===== src/rtl/pfx_cw_pkg.sv =====
package pfx_cw_pkg;

    typedef enum logic [1:0] {
        ST_ROOT = 2'd0,
        ST_WALK = 2'd1,
        ST_HOLD = 2'd2
    } dec_state_t;

    // Default table: five codewords, each right-aligned in a 4-bit slice,
    // slice i holds codeword i (first received bit is the highest used bit).
    localparam logic [19:0] PFX_DFLT_BITS = {4'b1111, 4'b1110, 4'b0110, 4'b0010, 4'b0000};
    localparam logic [14:0] PFX_DFLT_LENS = {3'd4, 3'd4, 3'd3, 3'd2, 3'd1};

endpackage


===== src/rtl/pfx_cw_shifter.sv =====
// Collects the bits of the codeword in progress and offers the candidate
// path (taken bits plus the bit on the input) to the matcher.
module pfx_cw_shifter #(
    parameter int MAX_LEN = 4,
    parameter int LEN_W   = 3,
    localparam int ACC_W  = MAX_LEN - 1
) (
    input  logic               clk,
    input  logic               rst,
    input  logic               shift_en,
    input  logic               clear,
    input  logic               bit_in,
    output logic [MAX_LEN-1:0] cand_bits,
    output logic [LEN_W-1:0]   cand_len
);

    logic [ACC_W-1:0] acc_q;
    logic [LEN_W-1:0] cnt_q;

    assign cand_bits = {acc_q, bit_in};
    assign cand_len  = cnt_q + LEN_W'(1);

    always_ff @(posedge clk) begin
        if (rst || clear) begin
            acc_q <= '0;
            cnt_q <= '0;
        end else if (shift_en) begin
            acc_q <= cand_bits[ACC_W-1:0];
            cnt_q <= cand_len;
        end
    end

endmodule


===== src/rtl/pfx_cw_match.sv =====
// Compares the candidate path against every table entry in parallel.
module pfx_cw_match #(
    parameter int N_CW    = 5,
    parameter int MAX_LEN = 4,
    parameter int LEN_W   = 3,
    parameter int IDX_W   = 3,
    parameter logic [N_CW*MAX_LEN-1:0] CW_BITS = '0,
    parameter logic [N_CW*LEN_W-1:0]   CW_LENS = '0
) (
    input  logic [MAX_LEN-1:0] cand_bits,
    input  logic [LEN_W-1:0]   cand_len,
    output logic               hit,
    output logic [IDX_W-1:0]   hit_idx
);

    logic [N_CW-1:0] match_vec;

    for (genvar gi = 0; gi < N_CW; gi++) begin : g_entry
        localparam logic [MAX_LEN-1:0] CB = CW_BITS[gi*MAX_LEN +: MAX_LEN];
        localparam logic [LEN_W-1:0]   CL = CW_LENS[gi*LEN_W +: LEN_W];
        logic mism;
        always_comb begin
            mism = 1'b0;
            for (int b = 0; b < MAX_LEN; b++) begin
                if (b < int'(CL)) mism = mism | (cand_bits[b] ^ CB[b]);
            end
        end
        assign match_vec[gi] = (cand_len == CL) && !mism;
    end

    always_comb begin
        hit_idx = '0;
        for (int i = N_CW - 1; i >= 0; i--) begin
            if (match_vec[i]) hit_idx = IDX_W'(i);
        end
    end

    assign hit = |match_vec;

endmodule


===== src/rtl/pfx_cw_fsm.sv =====
// Handshake state machine and registered outputs.
module pfx_cw_fsm
    import pfx_cw_pkg::*;
#(
    parameter int MAX_LEN = 4,
    parameter int LEN_W   = 3,
    parameter int IDX_W   = 3
) (
    input  logic             clk,
    input  logic             rst,
    input  logic             tx_strobe,
    input  logic             rx_ready,
    input  logic             hit,
    input  logic [IDX_W-1:0] hit_idx,
    input  logic [LEN_W-1:0] cand_len,
    output logic             shift_en,
    output logic             clear,
    output logic             tx_go,
    output logic [IDX_W-1:0] sym_idx,
    output logic             sym_vld
);

    dec_state_t st_q, st_nx;
    logic take, full;

    assign take     = tx_strobe && (st_q != ST_HOLD);
    assign full     = (cand_len == LEN_W'(MAX_LEN));
    assign shift_en = take;
    assign clear    = take && (hit || full);

    always_comb begin
        st_nx = st_q;
        unique case (st_q)
            ST_ROOT: begin
                if (take && hit)  st_nx = ST_HOLD;
                else if (take)    st_nx = ST_WALK;
            end
            ST_WALK: begin
                if (take && hit)  st_nx = ST_HOLD;
                else if (take && full) st_nx = ST_ROOT;
            end
            ST_HOLD: begin
                if (rx_ready)     st_nx = ST_ROOT;
            end
            default:              st_nx = ST_ROOT;
        endcase
    end

    // State register
    always_ff @(posedge clk) begin
        if (rst) st_q <= ST_ROOT;
        else     st_q <= st_nx;
    end

    // Output register
    always_ff @(posedge clk) begin
        if (rst) begin
            tx_go   <= 1'b1;
            sym_vld <= 1'b0;
            sym_idx <= '0;
        end else begin
            tx_go   <= (st_nx != ST_HOLD);
            sym_vld <= take && hit;
            if (take && hit) sym_idx <= hit_idx;
        end
    end

endmodule


===== src/rtl/pfx_cw_decoder.sv =====
module pfx_cw_decoder
    import pfx_cw_pkg::*;
#(
    parameter int N_CW    = 5,
    parameter int MAX_LEN = 4,
    parameter int LEN_W   = $clog2(MAX_LEN + 1),
    parameter logic [N_CW*MAX_LEN-1:0] CW_BITS = PFX_DFLT_BITS,
    parameter logic [N_CW*LEN_W-1:0]   CW_LENS = PFX_DFLT_LENS,
    localparam int IDX_W  = (N_CW > 1) ? $clog2(N_CW) : 1
) (
    input  logic             clk,
    input  logic             rst,
    input  logic             tx_data,
    input  logic             tx_strobe,
    output logic             tx_go,
    input  logic             rx_ready,
    output logic [IDX_W-1:0] sym_idx,
    output logic             sym_vld
);

    logic [MAX_LEN-1:0] cand_bits;
    logic [LEN_W-1:0]   cand_len;
    logic               hit, shift_en, clear;
    logic [IDX_W-1:0]   hit_idx;

    pfx_cw_shifter #(.MAX_LEN(MAX_LEN), .LEN_W(LEN_W)) u_shift (
        .clk(clk), .rst(rst), .shift_en(shift_en), .clear(clear),
        .bit_in(tx_data), .cand_bits(cand_bits), .cand_len(cand_len)
    );

    pfx_cw_match #(
        .N_CW(N_CW), .MAX_LEN(MAX_LEN), .LEN_W(LEN_W), .IDX_W(IDX_W),
        .CW_BITS(CW_BITS), .CW_LENS(CW_LENS)
    ) u_match (
        .cand_bits(cand_bits), .cand_len(cand_len), .hit(hit), .hit_idx(hit_idx)
    );

    pfx_cw_fsm #(.MAX_LEN(MAX_LEN), .LEN_W(LEN_W), .IDX_W(IDX_W)) u_fsm (
        .clk(clk), .rst(rst), .tx_strobe(tx_strobe), .rx_ready(rx_ready),
        .hit(hit), .hit_idx(hit_idx), .cand_len(cand_len),
        .shift_en(shift_en), .clear(clear), .tx_go(tx_go),
        .sym_idx(sym_idx), .sym_vld(sym_vld)
    );

endmodule


===== config.mk =====
export PLATFORM = sky130hd
export DESIGN_NAME = pfx_cw_decoder
export DESIGN_NICKNAME = d
export VERILOG_FILES = /design/src/rtl/pfx_cw_pkg.sv /design/src/rtl/pfx_cw_shifter.sv /design/src/rtl/pfx_cw_match.sv /design/src/rtl/pfx_cw_fsm.sv /design/src/rtl/pfx_cw_decoder.sv
export SDC_FILE = /design/constraint.sdc
export NUM_CORES = 1
export LEC_CHECK = 0
export BUFFER_PORTS_ARGS = -buffer_cell sky130_fd_sc_hd__buf_2
export CORE_AREA = 4 4 41 43
export CTS_BUF_LIST = sky130_fd_sc_hd__clkbuf_16
export DETAILED_ROUTE_END_ITERATION = 16
export DIE_AREA = 0 0 45 47
export HOLD_SLACK_MARGIN = 0.03
export PLACE_DENSITY_LB_ADDON = 0.08
export SLEW_MARGIN = 20
export SYNTH_ARGS = -nofsm -noshare
export SYNTH_HDL_FRONTEND = slang
export SYNTH_SLANG_ARGS = --single-unit

===== constraint.sdc =====
create_clock -name clk -period 2.54 [get_ports clk]
set_input_delay 0.381 -clock clk [delete_from_list [all_inputs] [get_ports clk]]
set_output_delay 0.381 -clock clk [all_outputs]
set_load 0.03 [all_outputs]

==> run_results.csv, run 1 <==
group,metric,value,unit
status,status,"completed",
logic_synthesis,synth_cell_types,34,
place,gp_congestion,0.890,
route,viasPerCell,6.00,
worst_setup_path,cp_top_family,"XOR/XNOR gates",
sta,setup_viol,0,
clock_tree,htree_num_levels,1,
global_route,grtUsageTotal,18.4,%
sta,fin_crit,2.01,ns
sta,final_hold_viol_count,0,
worst_setup_path,slowest_stage,"xor2_1",
job,cap_violations,0,
worst_setup_path,path_cells,"ha_1 -> xor2_1 -> nor3_1 -> o31ai_2 -> mux2i_1",
worst_setup_path,crit_path_start_kind,"register",
worst_setup_path,cp.required,2.70,ns
global_route,antenna_found_initial,0,
power,p_leak,0.341,nW
min_path,min_path_type,"input pin to register",
clock_tree,cts_buffers,3,
logic_synthesis,syn-num-nets,91,
sta,skew,0.00395,ns
logic_synthesis,yosys_warnings,0,
place,pre_cts_ws,0.619,ns
layout,layoutNonFillerInstCount,107,
floorplanning,die_x,45,um
logic_synthesis,yosysTopAreaCell,"dfxtp_1",
layout,syn2layout_area_growth,18.7,%
logic_synthesis,seq_area_frac_synth,36.0,%
clock_tree,cts.sinks,13,
place,io_buffers,9,
logic_synthesis,synthCells,81,
layout,multi_input_area,435,um^2
logic_synthesis,synth_area_per_cell,8.91,um^2
logic_synthesis,synthTopCellsByArea,"dfxtp_1, ha_1, nor3_1",
power,ir_drop,0.000432,V
logic_synthesis,synth_top_area_share,36.0,%
sta,fin_setup_tns,0,ns
floorplanning,core,1300,um^2
layout,n_antenna_cell,0,
place,dp_hpwl,1100,um
route,dr.first_iter.drc_count,13,
clock_tree,ctsLongestPathBuffers,2,
clock_tree,post_cts_buffers,0,
floorplanning,dieArea,2120,um^2
logic_synthesis,synth_area,722,um^2
route,avgRoutedWirePerCell,14.4,um
layout,drive_gt1_share,17.4,%
clock_tree,clk_latency,0.24,ns
sta,timing.final.ws_setup,0.534,ns
worst_setup_path,worstPathArrival,2.17,ns
global_route,grt-ovfl-total,0,
floorplanning,start_util,55.5,%
clock_tree,clkTransAtPathRegs,0.04,ns
layout,nets,103,
clock_tree,cts_resized,0,
global_route,grt_pass1_wl,2760,um
worst_setup_path,crit_fanout,7,
route,firstDrtPassIters,4,
clock_tree,cts_tree,"yes",
place,place_inst,103,
logic_synthesis,ys_ff_latch,13,
sta,clock.fmax,499,MHz
global_route,grt_max_degree,15,
power,power_density,671,nW/um^2
floorplanning,io_pins,10,
logic_synthesis,ys.flop_type,"dfxtp_1",
sta,finalMaxSlewViolations,0,
floorplanning,row_count,13,
sta,slew_headroom,59.7,%
sta,rsz0062_at_grt,"false",
logic_synthesis,async_flop_share,0,%
worst_setup_path,critPathBufInv,0,
clock_tree,cts_root_buffer,"clkbuf_16",
route,via_count,642,
worst_setup_path,path_class,"register to register",
worst_setup_path,cp-end-kind,"register",
floorplanning,die_y,47,um
worst_setup_path,cpPeakStageDelay,0.43,ns
layout,fill_cells,117,
layout,seq_area,260,um^2
logic_synthesis,synth_edf_count,0,
route,drt-total-wl,1540,um
sta,fin_crit_sh,79.0,%
global_route,grt_pass1_vias,613,
sta,worst_pin_slew,0.600,ns
route,drc_errors,0,
layout,final_util,65.9,%
clock_tree,holdBufCountCts,0,
route,ant_nets,0,
final timing paths:
kind                                                    start                       endpoint  slack, ns  cells after the start
worst min register to register  u_fsm.sym_idx[0]$_SDFFE_PP0P_  u_fsm.sym_idx[0]$_SDFFE_PP0P_       0.47                      2
worst max register to register  u_shift.cnt_q[0]$_SDFFE_PP0P_  u_fsm.sym_idx[0]$_SDFFE_PP0P_       0.53                      5
worst min-delay path                                 rx_ready       u_fsm.st_q[1]$_SDFF_PP0_       0.44                      3
worst max-delay path            u_shift.cnt_q[0]$_SDFFE_PP0P_  u_fsm.sym_idx[0]$_SDFFE_PP0P_       0.53                      5
layout by cell type, fill, tap and decap left out, types with 3 or more instances in the layout:
master	instances
or3_1	3
ha_1	5
clkbuf_16	3
a31oi_1	3
nor2_1	4
a21oi_1	5
buf_2	9
nand2_1	6
inv_1	6
nor3_1	6
dfxtp_1	13
logic make-up after synthesis:
logic type	share of synthesized area, %
AO/OA/AOI/OAI	22.7
XOR/XNOR	2.43
adder cells (fa/ha/maj)	8.67
buffers and inverters	3.64
flip-flops	36.0
multiplexers	1.39
AND/OR/NAND/NOR	25.1
where the power goes:
part           total, mW  switching (mW)  internal (mW)  leakage, nW
logic             0.0660          0.0408         0.0252        0.193
clock network      0.288          0.0809          0.207       0.0423
registers          0.221         0.00751          0.214        0.106
flip-flops by register name, indices dropped and copies added (netlist names):
name	count
u_fsm.sym_idx	3
u_shift.acc_q	3
u_shift.cnt_q	3
u_fsm.st_q	2
u_fsm.sym_vld	1
u_fsm.tx_go	1
stage by stage:
stage / cell area (um^2) / power [mW] / hold WS [ns]
floorplan: 722 / 0.272 / 0.493
global placement: 778 / 0.289 / 0.451
detailed placement: 778 / 0.290 / 0.456
CTS: 857 / 0.578 / 0.442
global route: 857 / 0.602 / 0.463
finish: 857 / 0.575 / 0.438
routing by layer:
layer | track usage, % | routed length [um]
met1 | 24.1 | 714
met2 | 29.1 | 733
met3 | 3.45 | 65
met4 | 8.77 | 27
met5 | 0 | 0
cells in the mapped netlist (all sizes together) (2+ instances only):
master,number
dfxtp,13
a21boi,2
inv,5
nand3,2
a21oi,5
and3,2
ha,5
nand2,6
or3,3
nand2b,2
nor3,6
a31oi,4
nor2,4
clkbuf,2
and2,2
worst reg2reg max path, stage by stage (launching register included):
cell and delay, ns:
dfxtp_1 0.39, ha_1 0.26, xor2_1 0.43, nor3_1 0.21, o31ai_2 0.40, mux2i_1 0.23
layout make-up:
| cell class | instances | area share [%] |
|---|---|---|
| Multi-Input combinational cell | 61 | 50.8 |
| Timing Repair Buffer | 9 | 5.26 |
| Sequential cell | 13 | 30.4 |
| Tap cell | 15 | 2.19 |
| Inverter | 5 | 2.19 |
| Clock inverter | 1 | 0.438 |
| Clock buffer | 3 | 8.76 |
(Power assumes the default switching activity.)
==> run 2: changes to the inputs <==
--- a/config.mk
+++ b/config.mk
@@ -6,10 +6,10 @@
 export NUM_CORES = 1
 export LEC_CHECK = 0
 export BUFFER_PORTS_ARGS = -buffer_cell sky130_fd_sc_hd__buf_2
-export CORE_AREA = 4 4 41 43
+export CORE_MARGIN = 4
+export CORE_UTILIZATION = 53
 export CTS_BUF_LIST = sky130_fd_sc_hd__clkbuf_16
 export DETAILED_ROUTE_END_ITERATION = 16
-export DIE_AREA = 0 0 45 47
 export HOLD_SLACK_MARGIN = 0.03
 export PLACE_DENSITY_LB_ADDON = 0.08
 export SLEW_MARGIN = 20
==> constraint.sdc (replaced) <==
create_clock -name clk -period 2.03 [get_ports clk]
set_input_delay 0.3045 -clock clk [delete_from_list [all_inputs] [get_ports clk]]
set_output_delay 0.3045 -clock clk [all_outputs]
set_load 0.03 [all_outputs]
==> run_results.csv, run 2 (synthesized netlist as in run 1, its figures left out) <==
group,metric,value,unit
global_route,grt-ovfl-total,0,
worst_setup_path,reg2reg_to,"u_shift.acc_q[1]$_SDFFE_PP0P_",
global_route,grt_pass1_vias,605,
route,ant_nets,0,
worst_setup_path,rr_worst_depth,5,
route,firstDrtPassIters,4,
layout,n_antenna_cell,0,
clock_tree,clkTransAtPathRegs,0.05,ns
min_path,min_delay_worst_endpoint,"u_fsm.st_q[1]$_SDFF_PP0_",
place,io_buffers,9,
worst_setup_path,slowest_stage,"or4b_4",
sta,worst_pin_slew,0.437,ns
power,ir_drop,0.000510,V
sta,skew,0.00479,ns
power,power_density,820,nW/um^2
sta,clock.fmax,519,MHz
place,place_area,786,um^2
clock_tree,cts_buffers,3,
layout,final_util,68.9,%
floorplanning,dieArea,2020,um^2
worst_setup_path,crit_fanout,5,
route,avgRoutedWirePerCell,15.4,um
sta,final_hold_viol_count,0,
clock_tree,cts_tree,"yes",
route,via_count,656,
floorplanning,start_util,56.2,%
worst_setup_path,cp.required,2.14,ns
clock_tree,ctsLongestPathBuffers,2,
layout,layoutNonFillerInstCount,108,
layout,seq_area,260,um^2
clock_tree,cts_root_buffer,"clkbuf_16",
sta,fin_setup_tns,0,ns
sta,rsz0062_at_grt,"false",
route,viasPerCell,6.07,
worst_setup_path,path_class,"register to register",
worst_setup_path,path_cells,"ha_2 -> xnor2_1 -> or4b_4 -> a31oi_2 -> nor3_1",
layout,layout_commonest_cell,"dfxtp_1",
place,dp_hpwl,1140,um
route,dr.first_iter.drc_count,19,
sta,fin_crit_sh,94.9,%
power,finalPower,726,uW
place,gp_congestion,0.833,
min_path,min_path_type,"input pin to register",
sta,setup_viol,0,
clock_tree,htree_num_levels,1,
global_route,antenna_found_initial,0,
worst_setup_path,cp_top_family,"simple AND/OR/NAND/NOR gates",
route,drt-total-wl,1660,um
sta,slew_headroom,70.6,%
worst_setup_path,crit_start,"u_shift.cnt_q[0]$_SDFFE_PP0P_",
job,cap_violations,0,
layout,drive_gt1_share,20.4,%
layout,nets,104,
worst_setup_path,cp-end-kind,"register",
place,place_inst,104,
layout,fill_cells,112,
worst_setup_path,cpPeakStageDelay,0.55,ns
sta,holdWs,0.362,ns
worst_setup_path,worstPathArrival,2.04,ns
sta,timing.final.ws_setup,0.103,ns
layout,stdcell_area,886,um^2
worst_setup_path,reg2reg_slack,0.10,ns
sta,finalMaxSlewViolations,0,
route,drc_errors,0,
clock_tree,cts.sinks,13,
layout,multi_input_area,457,um^2
layout,most-common-layout-cells,"dfxtp_1, buf_2, inv_1, nand2_1, nor3_1",
place,pre_cts_ws,0.0794,ns
power,p_leak,0.344,nW
worst_setup_path,critPathBufInv,0,
worst_setup_path,rr_startpoint,"u_shift.cnt_q[0]$_SDFFE_PP0P_",
global_route,grt_pass1_wl,2760,um
layout,syn2layout_area_growth,22.7,%
global_route,grt_max_degree,15,
floorplanning,die_y,44.9,um
global_route,grtUsageTotal,19.3,%
min_path,min_path_cells,3,
floorplanning,row_count,13,
clock_tree,clk_latency,0.24,ns
floorplanning,io_pins,10,
min_path,min-delay-start,"rx_ready",
floorplanning,core,1280,um^2
status,status,"completed",
floorplanning,die_x,44.9,um
layout,reg.largest.list,"u_fsm.sym_idx (3), u_shift.acc_q (3), u_shift.cnt_q (3)",
worst_setup_path,crit_path_start_kind,"register",
sta,fin_crit,1.93,ns
run 2: timing repair:
item / CTS / global route
resized for setup: 0 / 3
endpoints found under the setup margin: 0 / 6
buffers inserted: 0 / 0
hold buffers: 0 / 0
run 2: power by group:
part           total (mW)  switching [mW]  internal [mW]
registers           0.277         0.00968          0.267
clock network       0.362           0.103          0.259
logic              0.0871          0.0526         0.0345
total               0.726           0.165          0.561
run 2: layer usage:
metal  track usage (%)  part of all wire, %  routed length, um
met4              8.77                  1.3                 21
met2              33.2                   50                828
met3              3.59                  6.1                101
met1              23.0                   43                711
met5                 0                    0                  0
run 2: worst max path at each step:
stage                                          to  slack, ns  cells after the start
floorplan           u_fsm.sym_idx[1]$_SDFFE_PP0P_       0.28                      5
global placement         u_fsm.st_q[0]$_SDFF_PP0_       0.12                      6
detailed placement       u_fsm.st_q[0]$_SDFF_PP0_       0.08                      6
CTS                      u_fsm.st_q[0]$_SDFF_PP0_       0.03                      6
global route        u_shift.cnt_q[0]$_SDFFE_PP0P_       0.01                      5
finish              u_shift.acc_q[1]$_SDFFE_PP0P_       0.10                      5
run 2: final cells by class:
| class | count | area share, % |
|---|---|---|
| multi-input cells | 61 | 51.6 |
| flip-flops and latches | 13 | 29.4 |
| clock buffers | 3 | 8.47 |
| repair buffers | 10 | 5.93 |
| inverters | 5 | 2.12 |
| well taps | 15 | 2.12 |
| clock inverters | 1 | 0.424 |
run 2: worst min-delay path, delay by kind of cell:
family                 cells  cell delay [ns]
buffers and inverters      1             0.07
AOI/OAI and AO/OA          1             0.06
and+or+nand+nor            1             0.11
==> run 3: changes to the inputs <==
--- a/config.mk
+++ b/config.mk
@@ -6,9 +6,12 @@
 export NUM_CORES = 1
 export LEC_CHECK = 0
 export BUFFER_PORTS_ARGS = -buffer_cell sky130_fd_sc_hd__buf_2
+export CELL_PAD_IN_SITES_DETAIL_PLACEMENT = 1
+export CELL_PAD_IN_SITES_GLOBAL_PLACEMENT = 1
 export CORE_MARGIN = 4
-export CORE_UTILIZATION = 53
+export CORE_UTILIZATION = 40
 export CTS_BUF_LIST = sky130_fd_sc_hd__clkbuf_16
+export CTS_CLUSTER_SIZE = 14
 export DETAILED_ROUTE_END_ITERATION = 16
 export HOLD_SLACK_MARGIN = 0.03
 export PLACE_DENSITY_LB_ADDON = 0.08
==> run_results.csv, run 3 (synthesized netlist as in run 1, its figures left out) <==
group,metric,value,unit
route,viasPerCell,5.28,
floorplanning,start_util,41.8,%
worst_setup_path,crit_fanout,5,
floorplanning,row_count,15,
layout,reg.largest.list,"u_fsm.sym_idx (3), u_shift.acc_q (3), u_shift.cnt_q (3)",
worst_setup_path,cp.required,2.15,ns
worst_setup_path,cp_top_family,"simple AND/OR/NAND/NOR gates",
layout,n_antenna_cell,0,
power,combPwrFrac,12.3,%
min_path,min-delay-start,"rx_ready",
power,p_leak,0.353,nW
route,route.met2.wl,942,um
route,drt-total-wl,1800,um
sta,holdWs,0.355,ns
place,io_buffers,9,
global_route,grt_pass1_wl,3100,um
global_route,grt_pass1_vias,713,
clock_tree,post_cts_buffers,0,
floorplanning,die_y,50.5,um
floorplanning,core,1730,um^2
global_route,grt_max_degree,15,
floorplanning,dieArea,2550,um^2
layout,layout_commonest_cell,"dfxtp_1",
sta,timing.final.ws_setup,0.153,ns
worst_setup_path,critPathBufInv,0,
place,pre_cts_ws,0.115,ns
clock_tree,cts_root_buffer,"clkbuf_16",
power,ir_drop,0.000552,V
clock_tree,ctsLongestPathBuffers,2,
place,dp_hpwl,1370,um
global_route,grtUsageTotal,16.9,%
worst_setup_path,crit_path_start_kind,"register",
place,place_inst,116,
power,switching_share,23.3,%
floorplanning,die_x,50.5,um
route,highest_layer,"met4",
worst_setup_path,slowest_stage,"or4b_4",
worst_setup_path,cpPeakStageDelay,0.55,ns
clock_tree,clk_latency,0.24,ns
layout,drive_gt1_share,22.1,%
route,drc_errors,0,
route,firstDrtPassIters,4,
status,status,"completed",
layout,most-common-layout-cells,"dfxtp_1, buf_2, inv_1, nand2_1, nor3_1",
route,dr.first_iter.drc_count,5,
sta,slew_headroom,72.2,%
clock_tree,cts.sinks,13,
worst_setup_path,cp-end-kind,"register",
power,p_int,563,uW
sta,fin_crit,1.88,ns
layout,fill_cells,225,
worst_setup_path,rr_startpoint,"u_shift.cnt_q[0]$_SDFFE_PP0P_",
worst_setup_path,path_class,"register to register",
power,pwr-share-clk,50.1,%
sta,setup_viol,0,
global_route,grt-ovfl-total,0,
route,wl_met1,753,um
route,avgRoutedWirePerCell,15.0,um
sta,rsz0062_at_grt,"false",
layout,final_util,52.2,%
place,gp_congestion,0.744,
job,cap_violations,0,
worst_setup_path,path_cells,"ha_2 -> xnor2_1 -> or4b_4 -> a31oi_2 -> nor3_1",
clock_tree,cts_resized,0,
layout,layoutNonFillerInstCount,120,
clock_tree,cts_buffers,3,
power,p_seq_share,37.6,%
sta,skew,0.000852,ns
worst_setup_path,worstPathArrival,1.99,ns
sta,clock.fmax,533,MHz
global_route,antenna_found_initial,0,
clock_tree,clkTransAtPathRegs,0.04,ns
sta,final_hold_viol_count,0,
worst_setup_path,crit_start,"u_shift.cnt_q[0]$_SDFFE_PP0P_",
layout,nets,106,
route,wl_met3,58,um
min_path,min_path_type,"input pin to register",
clock_tree,htree_num_levels,1,
power,power_switching,171,uW
clock_tree,cts_tree,"yes",
sta,worst_pin_slew,0.414,ns
layout,syn2layout_area_growth,25.0,%
route,via_count,633,
clock_tree,holdBufCountCts,0,
power,power_density,815,nW/um^2
sta,fin_setup_tns,0,ns
route,ant_nets,0,
sta,fin_crit_sh,92.5,%
sta,finalMaxSlewViolations,0,
floorplanning,io_pins,10,
run 3: stage by stage:
stage                     area (um^2)  power (mW)
after floorplan                   722       0.340
after global placement            813       0.369
after detailed placement          813       0.371
after CTS                         892       0.749
after global routing              902       0.775
final                             902       0.735
run 3: area by class of cell:
type,count,area (um^2),area share (%)
Timing Repair Buffer,12,67.6,7.49
Clock inverter,1,3.75,0.416
Multi-Input combinational cell,61,445,49.4
Tap cell,25,31.3,3.47
Sequential cell,13,260,28.8
Clock buffer,3,75.1,8.32
Inverter,5,18.8,2.08
run 3: power by group through the flow:
stage,Sequential [mW],Clock (mW),Combinational [mW]
final,0.276,0.368,0.0904
after global routing,0.278,0.397,0.101
after CTS,0.276,0.382,0.0908
after detailed placement,0.281,0,0.0901
after global placement,0.281,0,0.0885
after floorplan,0.284,0,0.0558
run 3: path summary, 6_finish.rpt:
path	slack (ns)	cells past startpoint	to
max	0.15	5	u_fsm.sym_idx[2]$_SDFFE_PP0P_
min	0.35	3	u_fsm.st_q[1]$_SDFF_PP0_
max reg2reg	0.15	5	u_fsm.sym_idx[2]$_SDFFE_PP0P_
min reg2reg	0.47	2	u_fsm.sym_idx[0]$_SDFFE_PP0P_
run 3: per-layer routing:
metal | track usage [%] | vias up
met2 | 30.7 | 8
met4 | 10.8 | 0
li1 | - | 328
met3 | 4.75 | 5
met5 | 0 | -
met1 | 16.7 | 292
run 3: worst min-delay path, delay by kind of cell:
kind | cells | cell delay, ns
AOI/OAI and AO/OA | 1 | 0.06
and+or+nand+nor | 1 | 0.11
buffers and inverters | 1 | 0.07
